[src/rtl/htg_pkg.sv]
package htg_pkg;

  typedef enum logic {
    MODE_TV  = 1'b0,
    MODE_VGA = 1'b1
  } mode_e;

  // fixed TV line: 816 dots
  localparam int unsigned TV_LAST    = 815;
  localparam int unsigned HBASE_VGA  = 110;
  localparam int unsigned HBASE_TV   = 75;
  localparam int unsigned WIN_DOTS   = 644;
  localparam int unsigned CLP_STEP   = 7;
  localparam int unsigned CLP_NUM    = 2;
  // index 0: narrow clamp, index 1: wide clamp
  localparam int unsigned CLP_FIRST [CLP_NUM] = '{74, 61};
  localparam int unsigned CLP_LEN   [CLP_NUM] = '{40, 67};

endpackage

[src/rtl/htg_rst_sync.sv]
module htg_rst_sync (
  input  logic clk_i,
  input  logic rst_ni,
  output logic rst_sync_no
);

  logic [1:0] stage_q;

  always_ff @(posedge clk_i or negedge rst_ni) begin
    if (!rst_ni) begin
      stage_q <= 2'b00;
    end else begin
      stage_q <= {stage_q[0], 1'b1};
    end
  end

  assign rst_sync_no = stage_q[1];

endmodule

[src/rtl/htg_dot_counter.sv]
module htg_dot_counter
  import htg_pkg::*;
#(
  parameter int unsigned CNT_W = 11
) (
  input  logic             clk_i,
  input  logic             rst_ni,
  input  logic [CNT_W-1:0] last_i,
  output logic [CNT_W-1:0] cnt_o,
  output logic [CNT_W-1:0] last_o,
  output logic             wrap_o
);

  logic [CNT_W-1:0] cnt_q, cnt_d;
  logic [CNT_W-1:0] last_q, last_d;
  logic             wrap;

  assign wrap = (cnt_q == last_q);

  always_comb begin
    cnt_d  = wrap ? '0 : cnt_q + CNT_W'(1);
    last_d = last_q;
    if (wrap) begin
      last_d = last_i;
    end
  end

  always_ff @(posedge clk_i or negedge rst_ni) begin
    if (!rst_ni) begin
      cnt_q  <= '0;
      last_q <= CNT_W'(TV_LAST);
    end else begin
      cnt_q  <= cnt_d;
      last_q <= last_d;
    end
  end

  assign cnt_o  = cnt_q;
  assign last_o = last_q;
  assign wrap_o = wrap;

endmodule

[src/rtl/htg_cfg_shadow.sv]
module htg_cfg_shadow
  import htg_pkg::*;
#(
  parameter int unsigned POS_W = 7,
  parameter int unsigned SEL_W = 2
) (
  input  logic             clk_i,
  input  logic             rst_ni,
  input  logic             load_i,
  input  mode_e            mode_i,
  input  logic [POS_W-1:0] pos_i,
  input  logic [SEL_W-1:0] sel_i,
  output mode_e            mode_o,
  output logic [POS_W-1:0] pos_o,
  output logic [SEL_W-1:0] sel_o
);

  mode_e            mode_q, mode_d;
  logic [POS_W-1:0] pos_q, pos_d;
  logic [SEL_W-1:0] sel_q, sel_d;

  always_comb begin
    mode_d = mode_q;
    pos_d  = pos_q;
    sel_d  = sel_q;
    if (load_i) begin
      mode_d = mode_i;
      pos_d  = pos_i;
      sel_d  = sel_i;
    end
  end

  always_ff @(posedge clk_i or negedge rst_ni) begin
    if (!rst_ni) begin
      mode_q <= MODE_TV;
      pos_q  <= '0;
      sel_q  <= '0;
    end else begin
      mode_q <= mode_d;
      pos_q  <= pos_d;
      sel_q  <= sel_d;
    end
  end

  assign mode_o = mode_q;
  assign pos_o  = pos_q;
  assign sel_o  = sel_q;

endmodule

[src/rtl/htg_span_gen.sv]
module htg_span_gen #(
  parameter int unsigned CNT_W   = 11,
  parameter int unsigned EXT_W   = 13,
  parameter int unsigned LEN     = 40,
  parameter bit          ACT_LOW = 1'b0
) (
  input  logic             clk_i,
  input  logic             rst_ni,
  input  logic [CNT_W-1:0] cnt_i,
  input  logic [EXT_W-1:0] first_i,
  output logic             lvl_o
);

  logic [EXT_W-1:0] cnt_x;
  logic             hit;
  logic             lvl_q, lvl_d;

  always_comb begin
    cnt_x = EXT_W'(cnt_i);
    hit   = (cnt_x >= first_i) && (cnt_x < first_i + EXT_W'(LEN));
    lvl_d = hit ^ ACT_LOW;
  end

  always_ff @(posedge clk_i or negedge rst_ni) begin
    if (!rst_ni) begin
      lvl_q <= ACT_LOW;
    end else begin
      lvl_q <= lvl_d;
    end
  end

  assign lvl_o = lvl_q;

endmodule

[src/rtl/htg_line_timer.sv]
module htg_line_timer
  import htg_pkg::*;
#(
  parameter int unsigned CNT_W = 11,
  parameter int unsigned POS_W = 7,
  parameter int unsigned SEL_W = 2
) (
  input  logic             clk_i,
  input  logic             rst_ni,
  input  logic [CNT_W-1:0] div_last_i,
  input  logic [POS_W-1:0] hpos_i,
  input  logic [SEL_W-1:0] clp_sel_i,
  input  logic             vga_mode_i,
  output logic             cmp_o,
  output logic             cmp_n_o,
  output logic             win_start_o,
  output logic             win_active_o,
  output logic             xclp1_n_o,
  output logic             xclp2_n_o
);

  localparam int unsigned EXT_W = CNT_W + 2;

  logic             rst_sync_n;
  logic [CNT_W-1:0] dot_cnt;
  logic [CNT_W-1:0] dot_last;
  logic [CNT_W-1:0] next_last;
  logic             line_wrap;
  mode_e            mode_in;
  mode_e            line_mode;
  logic [POS_W-1:0] pos_q;
  logic [SEL_W-1:0] sel_q;
  logic [EXT_W-1:0] win_first;
  logic [CLP_NUM-1:0] clp_n;

  logic cmp_q, cmp_d;
  logic cmp_n_q, cmp_n_d;
  logic start_q, start_d;

  htg_rst_sync u_rst (
    .clk_i       (clk_i),
    .rst_ni      (rst_ni),
    .rst_sync_no (rst_sync_n)
  );

  assign mode_in   = vga_mode_i ? MODE_VGA : MODE_TV;
  assign next_last = vga_mode_i ? div_last_i : CNT_W'(TV_LAST);

  htg_dot_counter #(.CNT_W(CNT_W)) u_cnt (
    .clk_i  (clk_i),
    .rst_ni (rst_sync_n),
    .last_i (next_last),
    .cnt_o  (dot_cnt),
    .last_o (dot_last),
    .wrap_o (line_wrap)
  );

  htg_cfg_shadow #(.POS_W(POS_W), .SEL_W(SEL_W)) u_cfg (
    .clk_i  (clk_i),
    .rst_ni (rst_sync_n),
    .load_i (line_wrap),
    .mode_i (mode_in),
    .pos_i  (hpos_i),
    .sel_i  (clp_sel_i),
    .mode_o (line_mode),
    .pos_o  (pos_q),
    .sel_o  (sel_q)
  );

  assign win_first = ((line_mode == MODE_VGA) ? EXT_W'(HBASE_VGA) : EXT_W'(HBASE_TV))
                   + EXT_W'(pos_q);

  // line-start and window-start markers
  always_comb begin
    cmp_d   = (dot_cnt == '0);
    cmp_n_d = (dot_cnt != '0);
    start_d = (EXT_W'(dot_cnt) == win_first);
  end

  always_ff @(posedge clk_i or negedge rst_sync_n) begin
    if (!rst_sync_n) begin
      cmp_q   <= 1'b0;
      cmp_n_q <= 1'b1;
      start_q <= 1'b0;
    end else begin
      cmp_q   <= cmp_d;
      cmp_n_q <= cmp_n_d;
      start_q <= start_d;
    end
  end

  htg_span_gen #(
    .CNT_W(CNT_W), .EXT_W(EXT_W), .LEN(WIN_DOTS), .ACT_LOW(1'b0)
  ) u_win (
    .clk_i   (clk_i),
    .rst_ni  (rst_sync_n),
    .cnt_i   (dot_cnt),
    .first_i (win_first),
    .lvl_o   (win_active_o)
  );

  for (genvar g = 0; g < CLP_NUM; g++) begin : g_clp
    logic [EXT_W-1:0] clp_first;
    assign clp_first = EXT_W'(CLP_FIRST[g]) + EXT_W'(CLP_STEP) * EXT_W'(sel_q);

    htg_span_gen #(
      .CNT_W(CNT_W), .EXT_W(EXT_W), .LEN(CLP_LEN[g]), .ACT_LOW(1'b1)
    ) u_clp (
      .clk_i   (clk_i),
      .rst_ni  (rst_sync_n),
      .cnt_i   (dot_cnt),
      .first_i (clp_first),
      .lvl_o   (clp_n[g])
    );
  end

  assign cmp_o       = cmp_q;
  assign cmp_n_o     = cmp_n_q;
  assign win_start_o = start_q;
  assign xclp1_n_o   = clp_n[0];
  assign xclp2_n_o   = clp_n[1];

endmodule

[config.mk]
export PLATFORM = sky130hd
export DESIGN_NAME = htg_line_timer
export DESIGN_NICKNAME = d
export VERILOG_FILES = /design/src/rtl/htg_pkg.sv /design/src/rtl/htg_rst_sync.sv /design/src/rtl/htg_dot_counter.sv /design/src/rtl/htg_cfg_shadow.sv /design/src/rtl/htg_span_gen.sv /design/src/rtl/htg_line_timer.sv
export SDC_FILE = /design/constraint.sdc
export NUM_CORES = 1
export LEC_CHECK = 0
export BUFFER_PORTS_ARGS = -buffer_cell sky130_fd_sc_hd__buf_2
export CAP_MARGIN = 20
export CORE_UTILIZATION = 35
export DETAILED_ROUTE_END_ITERATION = 16
export SKIP_CTS_REPAIR_TIMING = 1
export SYNTH_ARGS = -nofsm -noshare
export SYNTH_HDL_FRONTEND = slang
export SYNTH_SLANG_ARGS = --single-unit
[constraint.sdc]
create_clock -name clk_i -period 1.1 [get_ports clk_i]
set_input_delay 0.22 -clock clk_i [delete_from_list [all_inputs] [get_ports clk_i]]
set_output_delay 0.22 -clock clk_i [all_outputs]
set_load 0.02 [all_outputs]
* Word level (Yosys, flattened, before mapping) *
Index checks and enable logic that the tools add are counted.

storage, ports and cells
  register bits after elaboration = 40
  logic and storage cells = 39

cells by class
  $add $sub $neg = 7
  multipliers = 1
  $lt $le $gt $ge = 6
  eq/ne operators = 2
  mux-type cells = 4
  bitwise logic cells = 2
  reductions and logical operators = 5

operator list
  cell                                             number
  < comparator 11 x 13 -> 1 bit                    3
  greater-or-equal comparator 11 x 8 -> 1 bit      2
  2-to-1 mux 11 bit                                2
  adder 11 x 1 -> 11 bit, second input constant    1
  adder 8 x 10 -> 11 bit, second input constant    1
  equality test 11 bit                             1
  equality test 11 x 8 -> 1 bit                    1
  greater-or-equal comparator 11 x 7 -> 1 bit      1
  zero test 11 bit                                 1
  nonzero test 11 bit                              1
  adder 8 x 6 -> 9 bit, second input constant      1
  adder 7 x 5 -> 8 bit, first input constant       1
  adder 7 x 7 -> 8 bit                             1
  adder 7 x 7 -> 8 bit, second input constant      1
  adder 6 x 5 -> 7 bit, first input constant       1
  2-to-1 mux 6 bit                                 1
  multiplier 3 x 2 -> 5 bit, first input constant  1
  logical AND 1 bit                                3
  NOT 1 bit                                        2
  2-to-1 mux 1 bit                                 1

* Depth between registers and ports, before layout *
Gate-level depths: netlist of run 1.

  word-level depth = 6
  mapped depth = 17
  depth with buffers taken out = 17

* Modules after synthesis *
From an unflattened synthesis of run 1, not the netlist that was laid out.

unflattened totals
  cell total of the unflattened synthesis = 433
  area, all modules = 4166.5 um^2

by module, submodules not included
  module                          instances  cells an instance  area each (um^2)  seq. area each (um^2)
  htg_dot_counter                 1          83                 1036.0            559.3
  htg_span_gen at g_clp[1].u_clp  1          92                 733.2             26.3
  htg_line_timer                  1          75                 663.1             76.3
  htg_span_gen at u_win           1          81                 658.1             25.0
  htg_span_gen at g_clp[0].u_clp  1          78                 610.6             26.3
  htg_cfg_shadow                  1          21                 411.6             250.2
  htg_rst_sync                    1          3                  53.8              50.0

* Worst setup path after synthesis of run 1 *
OpenSTA, ideal clock, no wires.

  path type = reg-to-reg
  start point = register u_cfg.mode_q (netlist: u_cfg.mode_o)
  end point = register u_win.lvl_q (netlist: u_win.lvl_o)
  library setup time = 0.087 ns
  arrival = 2.933 ns
  path slack = -1.919 ns
  cell stages (with the launch flop) = 17
  clock period less this slack = 3.019 ns
  path through = dfrtp_1 inv_1 ha_1 inv_1 ha_1 nand2b_1 nand2_1 xor2_1 inv_2 nor3_1 xor2_1 ha_1 a2111oi_0 a21oi_1 o311a_1 o21a_1 a211oi_2

between the ends
  longest elaborated chain between the ends = 5
  elaborated cells between the ends (all ways) = 6

RTL lines
  what                           RTL line              source
  from (decl)                    htg_cfg_shadow.sv:18  mode_e mode_q, mode_d;
  from (signal assigned)         htg_cfg_shadow.sv:39  mode_q <= mode_d;
  2-to-1 mux 6 bit (*)           htg_line_timer.sv:70  assign win_first = ((line_mode == MODE_VGA) ? EXT_W'(HBASE_VGA) : EXT_W'(HBASE_TV))
  adder 7 x 7 -> 8 bit (*)       htg_line_timer.sv:71  + EXT_W'(pos_q);
  adder 8 x 10 -> 11 bit         htg_span_gen.sv:20    hit = (cnt_x >= first_i) && (cnt_x < first_i + EXT_W'(LEN));
  < comparator 11 x 13 -> 1 bit  htg_span_gen.sv:20
  logical AND 1 bit (*)          htg_span_gen.sv:20
  named net u_win.hit            htg_span_gen.sv:15    logic hit;
  to (signal assigned)           htg_span_gen.sv:28    lvl_q <= lvl_d;
  to (decl)                      htg_span_gen.sv:16    logic lvl_q, lvl_d;

Mark *: on every way through the listed nets, which the timed path passes. The rest lies on a longest branch.
A chain may end at the register's enable or synchronous reset.

* Worst setup path in the final report of run 1 *
Ends and elaborated chain as after synthesis.

==> impl_metrics.toml, run 1 <==
[logic_synthesis]
synth_xor_area_share_pct = 9.47
synth_top_family_by_area = "adder cells"
synth_cell_types = 51
synth_ff_type = "dfrtp_1"
syn_area_sq_um = 2950
synth.largest_area_cell = "dfrtp_1"
synth_fa_ha_area_share_pct = 21.2
synth_fp_nets = 378
synth_most_common_cell = "ha_1"
synthMuxAreaShare_pct = 1.91
yosys_register_bits = 40
synth.top_cells.by_area = "dfrtp_1, ha_1, dfstp_2, xnor2_1, xor2_1"
syn_area_per_cell_sq_um = 9.63
syn_inst = 306
synth_compound_area_share_pct = 13.2
synth_common_cells = "ha_1, inv_1, dfrtp_1, nor2_1, o21ai_0"
synthSimpleGateAreaFrac_pct = 13.7
async_flop_share_pct = 100
synth_warnings = 0
synth_edf_count = 0
yosysSeqAreaShare_pct = 34.4
synth_top_area_share_pct = 25.5

[setup_path]
cp-end-kind = "register"
start_kind = "register"
worstPathRequired_ns = 1.31
crit_type = "register to register"
crit_chain = "buf_6 -> ha_4 -> o21a_4 -> nor2_4 -> xnor2_2 -> inv_1 -> ha_4 -> xnor2_1 -> ha_1 -> o21a_1 -> o21ai_1 -> a21oi_1 -> o311a_1 -> o21a_1 -> a211oi_2"
slowest_delay_ns = 0.41
path_max_fanout = 3
arrival_ns = 3.10
path_buf_inv = 2
slowest_stage = "dfrtp_1"
critPathTopFamily = "compound AO/OA/AOI/OAI gates"

[detailed_routing]
ant_nets = 0
drc = 0
wl_per_cell_um = 13.9
wirelength_um = 7330
dr_total_vias = 2531
drt_iter0_drc = 58
first_pass_iters = 4
viasPerCell = 4.79

[floorplan]
io_pins = 29
fp.dieW_um = 93.7
core_area_sq_um = 8180
initial_core_util_pct = 36.0
dieArea_sq_um = 8790
die_y_um = 93.7
fp-row-count = 33

[placed_design]
io_buffers = 28
hpwl_um = 5150
post-place-ws_ns = -1.88
routabilityCongestion = 0.833

[pwr]
power.switching_w = 0.00272
switching_share_pct = 36.8
seqPwrFrac_pct = 27.0
share_comb_of_total_power_pct = 56.6
p_int_w = 0.00467
leakagePower_nw = 2.17
power.density_nw_per_um2 = 1580
clock_power_share_pct = 16.4
vdd_drop_max_v = 0.000748

[timing]
finalHoldViolCount = 0
finalMaxSlewViolations = 0
period_share_pct = 263
rsz0062_at_grt = "yes"
tns_ns = -29.91
setup_ws_ns = -1.79
fin_crit_ns = 2.89
setup_viol = 41
skew_ns = 0.0112
whs_ns = 0.111
timing.fmax_mhz = 346

[grt]
antenna_found_initial = 0
grt_max_degree = 39
grt_pass1_wl_um = 10900
grt_use_total_pct = 15.9
grt_overflow = 0
grt_pass1_vias = 2350

[clocking]
cts_root_buf = "clkbuf_8"
worst_skew_pair.late_latency_ns = 0.30
cts.htree.levels = 2
cts_max_path_buffers = 2
cts_tree = "built"
clkTransAtPathRegs_ns = 0.09
numCtsBuffers = 5
clock_sinks = 40

[layout]
fillers = 713
nNetsFinal = 494
diodes = 0
synthToLayoutAreaGrowth_pct = 58.4
final_layout_size_suffix_gt1_share_pct = 55.6

[run_status]
violations = "negative setup slack"
outcome = "finished, violations left"

[worst_hold_path]
hold_path.class = "input pin to register"

[job]
drv_cap = 0
[through the flow]
| stage | area [sq um] | utilization [%] | total power [W] | cells |
|---|---|---|---|---|
| 2_1_floorplan | 3220 | - | 0.00413 | 306 |
| 3_3_place_gp | 3920 | 48.0 | 0.00515 | 494 |
| 3_5_place_dp | 3920 | 48.0 | 0.00528 | 494 |
| 4_1_cts | 4040 | 49.4 | 0.00653 | 502 |
| 5_1_grt | 4670 | 57.1 | 0.00797 | 528 |
| 6_report | 4670 | 57.1 | 0.00739 | 528 |
[power groups by stage]
| stage | clock [W] | combinational, W | sequential [W] |
|---|---|---|---|
| 2_1_floorplan | 0 | 0.00201 | 0.00211 |
| 3_3_place_gp | 0 | 0.00318 | 0.00197 |
| 3_5_place_dp | 0 | 0.00330 | 0.00198 |
| 4_1_cts | 0.00126 | 0.00332 | 0.00196 |
| 5_1_grt | 0.00133 | 0.00461 | 0.00202 |
| 6_report | 0.00121 | 0.00419 | 0.00200 |
[placed cells by master (no fill, tap or decap), types with 6 or more instances in the layout]
| cell | instances |
|---|---|
| xnor2_2 | 7 |
| dfrtp_1 | 22 |
| o21ai_2 | 8 |
| a31oi_1 | 6 |
| o21ai_1 | 7 |
| buf_4 | 67 |
| dfstp_2 | 10 |
| xnor2_1 | 9 |
| nand3_1 | 11 |
| nor2_1 | 12 |
| xor2_1 | 12 |
| ha_1 | 36 |
| buf_2 | 25 |
| nand2_1 | 7 |
| dfrtp_2 | 8 |
| inv_2 | 8 |
| inv_1 | 22 |
| buf_6 | 14 |
| ha_4 | 11 |
| nor2_2 | 11 |
[routing by layer]
layer / global-route usage, % / wire [um]
met1: 20.3 / 3360
met2: 26.9 / 3630
met3: 2.83 / 188
met4: 5.77 / 155
met5: 0 / 0
[worst min-delay path: cells and delay by family]
kind / cells / cell delay (ns)
compound gates: 1 / 0.06
buf+inv: 2 / 0.13
[final cells by class]
class / instances / area (sq um) / share of cell area [%]
Timing Repair Buffer: 119 / 1030 / 22.0
Tap cell: 105 / 131 / 2.82
Sequential cell: 40 / 1020 / 21.9
Clock inverter: 3 / 42.5 / 0.912
Inverter: 32 / 125 / 2.68
Clock buffer: 5 / 68.8 / 1.47
Multi-Input combinational cell: 224 / 2250 / 48.2
[path summary, 6_finish.rpt]
check                                  from                   end  slack [ns]  depth (start not counted)
hold / removal                div_last_i[9]       u_cnt.last_o[9]        0.11                          3
max in group asynchronous  u_rst.stage_q[1]  g_clp[1].u_clp.lvl_o        0.60                          1
setup reg to reg               u_cfg.mode_o           u_win.lvl_o       -1.79                         15
hold reg to reg            u_rst.stage_q[1]      u_cnt.last_o[10]        0.23                          1
setup / recovery               u_cfg.mode_o           u_win.lvl_o       -1.79                         15
min in group asynchronous  u_rst.stage_q[1]      u_cnt.last_o[10]        0.23                          1
[kinds of logic after synthesis]
logic type	Yosys count
compound gates	56
xor+xnor	31
fa+ha+maj	50
buf+inv	42
flops	40
mux	5
other cells	1
simple gates	81
[registers in the layout (all words and copies together) (netlist names)]
register / cells
cmp_n_o: 1
cmp_o: 1
g_clp.u_clp.lvl_o: 2
u_cfg.mode_o: 1
u_cfg.pos_o: 7
u_cfg.sel_o: 2
u_cnt.cnt_o: 11
u_cnt.last_o: 11
u_rst.stage_q: 2
u_win.lvl_o: 1
win_start_o: 1
No activity file was read; power rests on OpenSTA's default activity.
==> inputs of run 2 (changes only) <==
--- a/config.mk
+++ b/config.mk
@@ -10,2 +10,3 @@
 export CORE_UTILIZATION = 35
+export CTS_BUF_LIST = sky130_fd_sc_hd__clkbuf_4
 export DETAILED_ROUTE_END_ITERATION = 16
==> constraint.sdc (replaced) <==
create_clock -name clk_i -period 1.1 [get_ports clk_i]
set_input_delay 0.165 -clock clk_i [delete_from_list [all_inputs] [get_ports clk_i]]
set_output_delay 0.165 -clock clk_i [all_outputs]
set_load 0.02 [all_outputs]
==> run 2 against run 1 <==
Effect of this change:
- the run still ends with negative setup slack left
- combinational power fell by 1%
- final cell count rose by 0.76%
- sequential share of layout area decreased by 0.20 points
- total power decreased by 3.6%
- die area stayed put
- worst setup slack worse by 0.011 ns
- flip-flop and latch count unchanged
- via count hardly changed
- cell area increased by 0.91%
- sequential power about the same
==> impl_metrics.toml, run 2 (same netlist as run 1, synthesis figures left out) <==
[run_status]
outcome = "finished, violations left"
violations = "negative setup slack"

[pwr]
power.switching_w = 0.00269
seqPwrFrac_pct = 28.0
switching_share_pct = 37.7
leakagePower_nw = 2.17
share_comb_of_total_power_pct = 58.1
total_power_w = 0.00713
clock_power_share_pct = 13.9
vdd_drop_max_v = 0.000728
p_int_w = 0.00444
power.density_nw_per_um2 = 1510

[detailed_routing]
wl_met1_um = 3340
wl_met3_um = 185
first_pass_iters = 4
viasPerCell = 4.76
dr_total_vias = 2533
drc = 0
top_layer = "met4"
drt_iter0_drc = 60
wl_per_cell_um = 14.0
dr_wl_met2_um = 3680
wirelength_um = 7440
ant_nets = 0

[setup_path]
slowest_stage = "dfrtp_1"
rr_endpoint = "u_win.lvl_o"
reg2reg_depth = 15
crit_start = "u_cfg.mode_o"
path_max_fanout = 3
reg2reg_from = "u_cfg.mode_o"
arrival_ns = 3.17
cp-end-kind = "register"
worstPathRequired_ns = 1.37
crit_chain = "buf_6 -> ha_4 -> o21a_4 -> nor2_4 -> xnor2_2 -> inv_1 -> ha_4 -> xnor2_1 -> ha_1 -> o21a_1 -> o21ai_1 -> a21oi_1 -> o311a_1 -> o21a_1 -> a211oi_2"
cp-endpoint = "u_win.lvl_o"
slowest_delay_ns = 0.43
crit_type = "register to register"
r2r_slack_ns = -1.80
start_kind = "register"

[placed_design]
hpwl_um = 5150
routabilityCongestion = 0.833
post-place-ws_ns = -1.88
io_buffers = 28

[job]
drv_cap = 0

[grt]
grt_overflow = 0
grt_pass1_vias = 2346
antenna_found_initial = 0
grt_max_degree = 39
grt_pass1_wl_um = 10800
grt_use_total_pct = 15.8

[layout]
mostFrequentLayoutCells = "buf_4, ha_1, buf_2"
final_common_cell = "buf_4"
synthToLayoutAreaGrowth_pct = 59.9
post-route-util_pct = 57.6
final_layout_size_suffix_gt1_share_pct = 54.6
diodes = 0
nNetsFinal = 498
fillers = 708

[timing]
period_share_pct = 264
timing.fmax_mhz = 345
whs_ns = 0.00987
finalHoldViolCount = 0
skew_ns = 0.0117
rsz0062_at_grt = "yes"
finalMaxSlewViolations = 0
setup_ws_ns = -1.80
tns_ns = -30.04
fin_crit_ns = 2.90
setup_viol = 41

[floorplan]
core_area_sq_um = 8180
fp-row-count = 33
dieArea_sq_um = 8790
fp.dieW_um = 93.7
initial_core_util_pct = 36.0
die_y_um = 93.7
io_pins = 29

[clocking]
worst_skew_pair.late_latency_ns = 0.36
cts_tree = "built"
cts.htree.levels = 2
cts_root_buf = "clkbuf_4"
numCtsBuffers = 5
clkTransAtPathRegs_ns = 0.13
clock_sinks = 40
cts_max_path_buffers = 2

[worst_hold_path]
hold_path.class = "input pin to register"
[run 2: cell types whose count changed in the layout (fill, tap and decap cells not counted), sizes merged]
cell         previous run  this run
buf                   115       113
dlygate4sd3             1         7
[run 2: power by group through the flow]
stage | Clock [W] | Combinational, W | Sequential, W
after floorplan | 0 | 0.00201 | 0.00211
after global placement | 0 | 0.00318 | 0.00197
after detailed placement | 0 | 0.00330 | 0.00198
after CTS | 0.00103 | 0.00331 | 0.00196
after global routing | 0.00110 | 0.00457 | 0.00202
final | 0.000992 | 0.00414 | 0.00200
[run 2: worst min path at each step]
stage	start	end	slack, ns	cells after the start
after floorplan	rst_ni	u_rst.stage_q[0]	-0.13	0
after global routing	div_last_i[1]	u_cnt.last_o[1]	0.002	3
after global placement	rst_ni	u_rst.stage_q[0]	-0.05	1
after detailed placement	rst_ni	u_rst.stage_q[0]	-0.05	1
final	div_last_i[1]	u_cnt.last_o[1]	0.01	3
after CTS	rst_ni	u_rst.stage_q[1]	-0.44	1
[run 2: critical path, delay by kind of cell (launching register included)]
kind,cells,cell delay [ns]
buffers and inverters,2,0.23
XOR/XNOR,2,0.25
AND/OR/NAND/NOR,1,0.13
flip-flops,1,0.43
AO/OA/AOI/OAI,7,1.06
adder cells (fa/ha/maj),3,0.71
[run 2: per-layer routing]
metal  vias up  GRT usage [%]
li1       1295              -
met1      1178           20.2
met2        42           26.8
met3        18           2.59
met4         0           5.38
met5         -              0
[run 2: cell type report]
type                            instances  area (sq um)  area share, %
Multi-Input combinational cell        224          2260           48.1
Timing Repair Buffer                  123          1080           23.0
Sequential cell                        40          1020           21.7
Tap cell                              105           131           2.79
Inverter                               32           125           2.66
Clock inverter                          3          42.5          0.904
Clock buffer                            5          37.5          0.797
[run 2: through the flow]
stage,area (sq um),std cells
after floorplan,3220,306
after global placement,3920,494
after detailed placement,3920,494
after CTS,4000,502
after global routing,4710,532
final,4710,532
==> inputs of run 3 (changes only) <==
--- a/constraint.sdc
+++ b/constraint.sdc
@@ -3,2 +3,2 @@
 set_output_delay 0.165 -clock clk_i [all_outputs]
-set_load 0.02 [all_outputs]
+set_load 0.05 [all_outputs]
==> run 3 against run 2 <==
Effect of this change:
- the run still ends with negative setup slack left
- final cell count did not move
- sequential share of layout area fell by 0.11 points
- count of clock-buffer cells in the layout did not move
- via count did not move
- clock skew did not move
- total power rose by 2.4%
- utilization rose by 0.29 points
- global-route usage did not move
- highest routed layer unchanged
- combinational power rose by 4%
- flip-flop and latch count did not move
- maximum frequency did not move
==> impl_metrics.toml, run 3 (same netlist as run 1, synthesis figures left out) <==
[grt]
grt_max_degree = 39
antenna_found_initial = 0
grt_pass1_wl_um = 10800
grt_use_total_pct = 15.8
grt_pass1_vias = 2346
grt_overflow = 0

[setup_path]
crit_type = "register to register"
cp-end-kind = "register"
path_max_fanout = 3
worstPathRequired_ns = 1.37
reg2reg_depth = 15
start_kind = "register"
r2r_slack_ns = -1.80
reg2reg_from = "u_cfg.mode_o"
arrival_ns = 3.17
rr_endpoint = "u_win.lvl_o"

[timing]
fin_crit_ns = 2.90
finalHoldViolCount = 0
whs_ns = 0.00987
finalMaxSlewViolations = 0
skew_ns = 0.0117
rsz0062_at_grt = "yes"
period_share_pct = 264
tns_ns = -30.16
setup_ws_ns = -1.80
setup_viol = 41
timing.fmax_mhz = 345

[worst_hold_path]
min_from = "div_last_i[1]"
hold-path-cell-count = 3
min_to = "u_cnt.last_o[1]"
hold_path.class = "input pin to register"

[pwr]
power.density_nw_per_um2 = 1540
vdd_drop_max_v = 0.000729
leakagePower_nw = 2.18

[layout]
final_layout_size_suffix_gt1_share_pct = 54.6
mostFrequentLayoutCells = "buf_4, ha_1, dfrtp_1, buf_2, inv_1"
synthToLayoutAreaGrowth_pct = 60.7
nNetsFinal = 498
final_cells = 532
fin_area_sq_um = 4730
final_common_cell = "buf_4"
diodes = 0

[detailed_routing]
ant_nets = 0
drc = 0
wirelength_um = 7430
viasPerCell = 4.76
dr_total_vias = 2533
first_pass_iters = 4
wl_per_cell_um = 14.0
drt_iter0_drc = 60

[clocking]
cts_root_buf = "clkbuf_4"
clock_sinks = 40
clkTransAtPathRegs_ns = 0.13
cts_tree = "built"
numCtsBuffers = 5
worst_skew_pair.late_latency_ns = 0.36
cts.htree.levels = 2
cts_max_path_buffers = 2

[run_status]
outcome = "finished, violations left"
violations = "negative setup slack"

[placed_design]
io_buffers = 28
hpwl_um = 5150
place_area_sq_um = 3920
routabilityCongestion = 0.833
place_inst = 494

[floorplan]
fp.dieW_um = 93.7
initial_core_util_pct = 36.0
die_y_um = 93.7
io_pins = 29
core_area_sq_um = 8180
fp-row-count = 33
dieArea_sq_um = 8790

[job]
drv_cap = 0
==> run 3: where the power goes <==
part	internal [W]	total (W)	switching, W
Clock	0.000474	0.000992	0.000518
Sequential	0.00172	0.00201	0.000280
Combinational	0.00228	0.00430	0.00202
Total	0.00448	0.00730	0.00282
==> run 3: stage by stage <==
stage / utilization [%] / power (W) / setup WS, ns
floorplan: - / 0.00426 / -1.73
global placement: 48.0 / 0.00527 / -1.78
detailed placement: 48.0 / 0.00541 / -1.88
CTS: 49.0 / 0.00643 / -1.92
global route: 57.9 / 0.00786 / -1.92
finish: 57.9 / 0.00730 / -1.80
==> run 3: worst max-delay path: stages (launching register included) <==
cell      delay [ns]
dfrtp_1         0.43
buf_6           0.13
ha_4            0.24
o21a_4          0.13
nor2_4          0.13
xnor2_2         0.12
inv_1           0.10
ha_4            0.18
xnor2_1         0.13
ha_1            0.29
o21a_1          0.17
o21ai_1         0.12
a21oi_1         0.05
o311a_1         0.28
o21a_1          0.18
a211oi_2        0.13
==> run 3: per-layer routing <==
metal / vias up / global-route usage (%) / routed length [um]
li1: 1295 / - / -
met1: 1178 / 20.2 / 3340
met2: 42 / 26.8 / 3680
met3: 18 / 2.59 / 178
met4: 0 / 5.38 / 225
met5: - / 0 / 0
==> run 3: layout make-up <==
| type | count | area, sq um |
|---|---|---|
| multi-input cells | 224 | 2260 |
| well taps | 105 | 131 |
| inverters | 32 | 125 |
| clock inverters | 3 | 42.5 |
| flip-flops and latches | 40 | 1020 |
| fillers | 707 | 3440 |
| clock buffers | 5 | 37.5 |
| repair buffers | 123 | 1110 |
==> run 3: worst max path at each step <==
stage | start | end | slack, ns
final | u_cfg.mode_o | u_win.lvl_o | -1.80
after global routing | u_cfg.mode_o | u_win.lvl_o | -1.92
after CTS | u_cfg.mode_o | u_win.lvl_o | -1.92
after detailed placement | u_cfg.mode_o | u_win.lvl_o | -1.88
after global placement | u_cfg.mode_o | u_win.lvl_o | -1.78
after floorplan | u_cfg.mode_o | u_win.lvl_o | -1.73
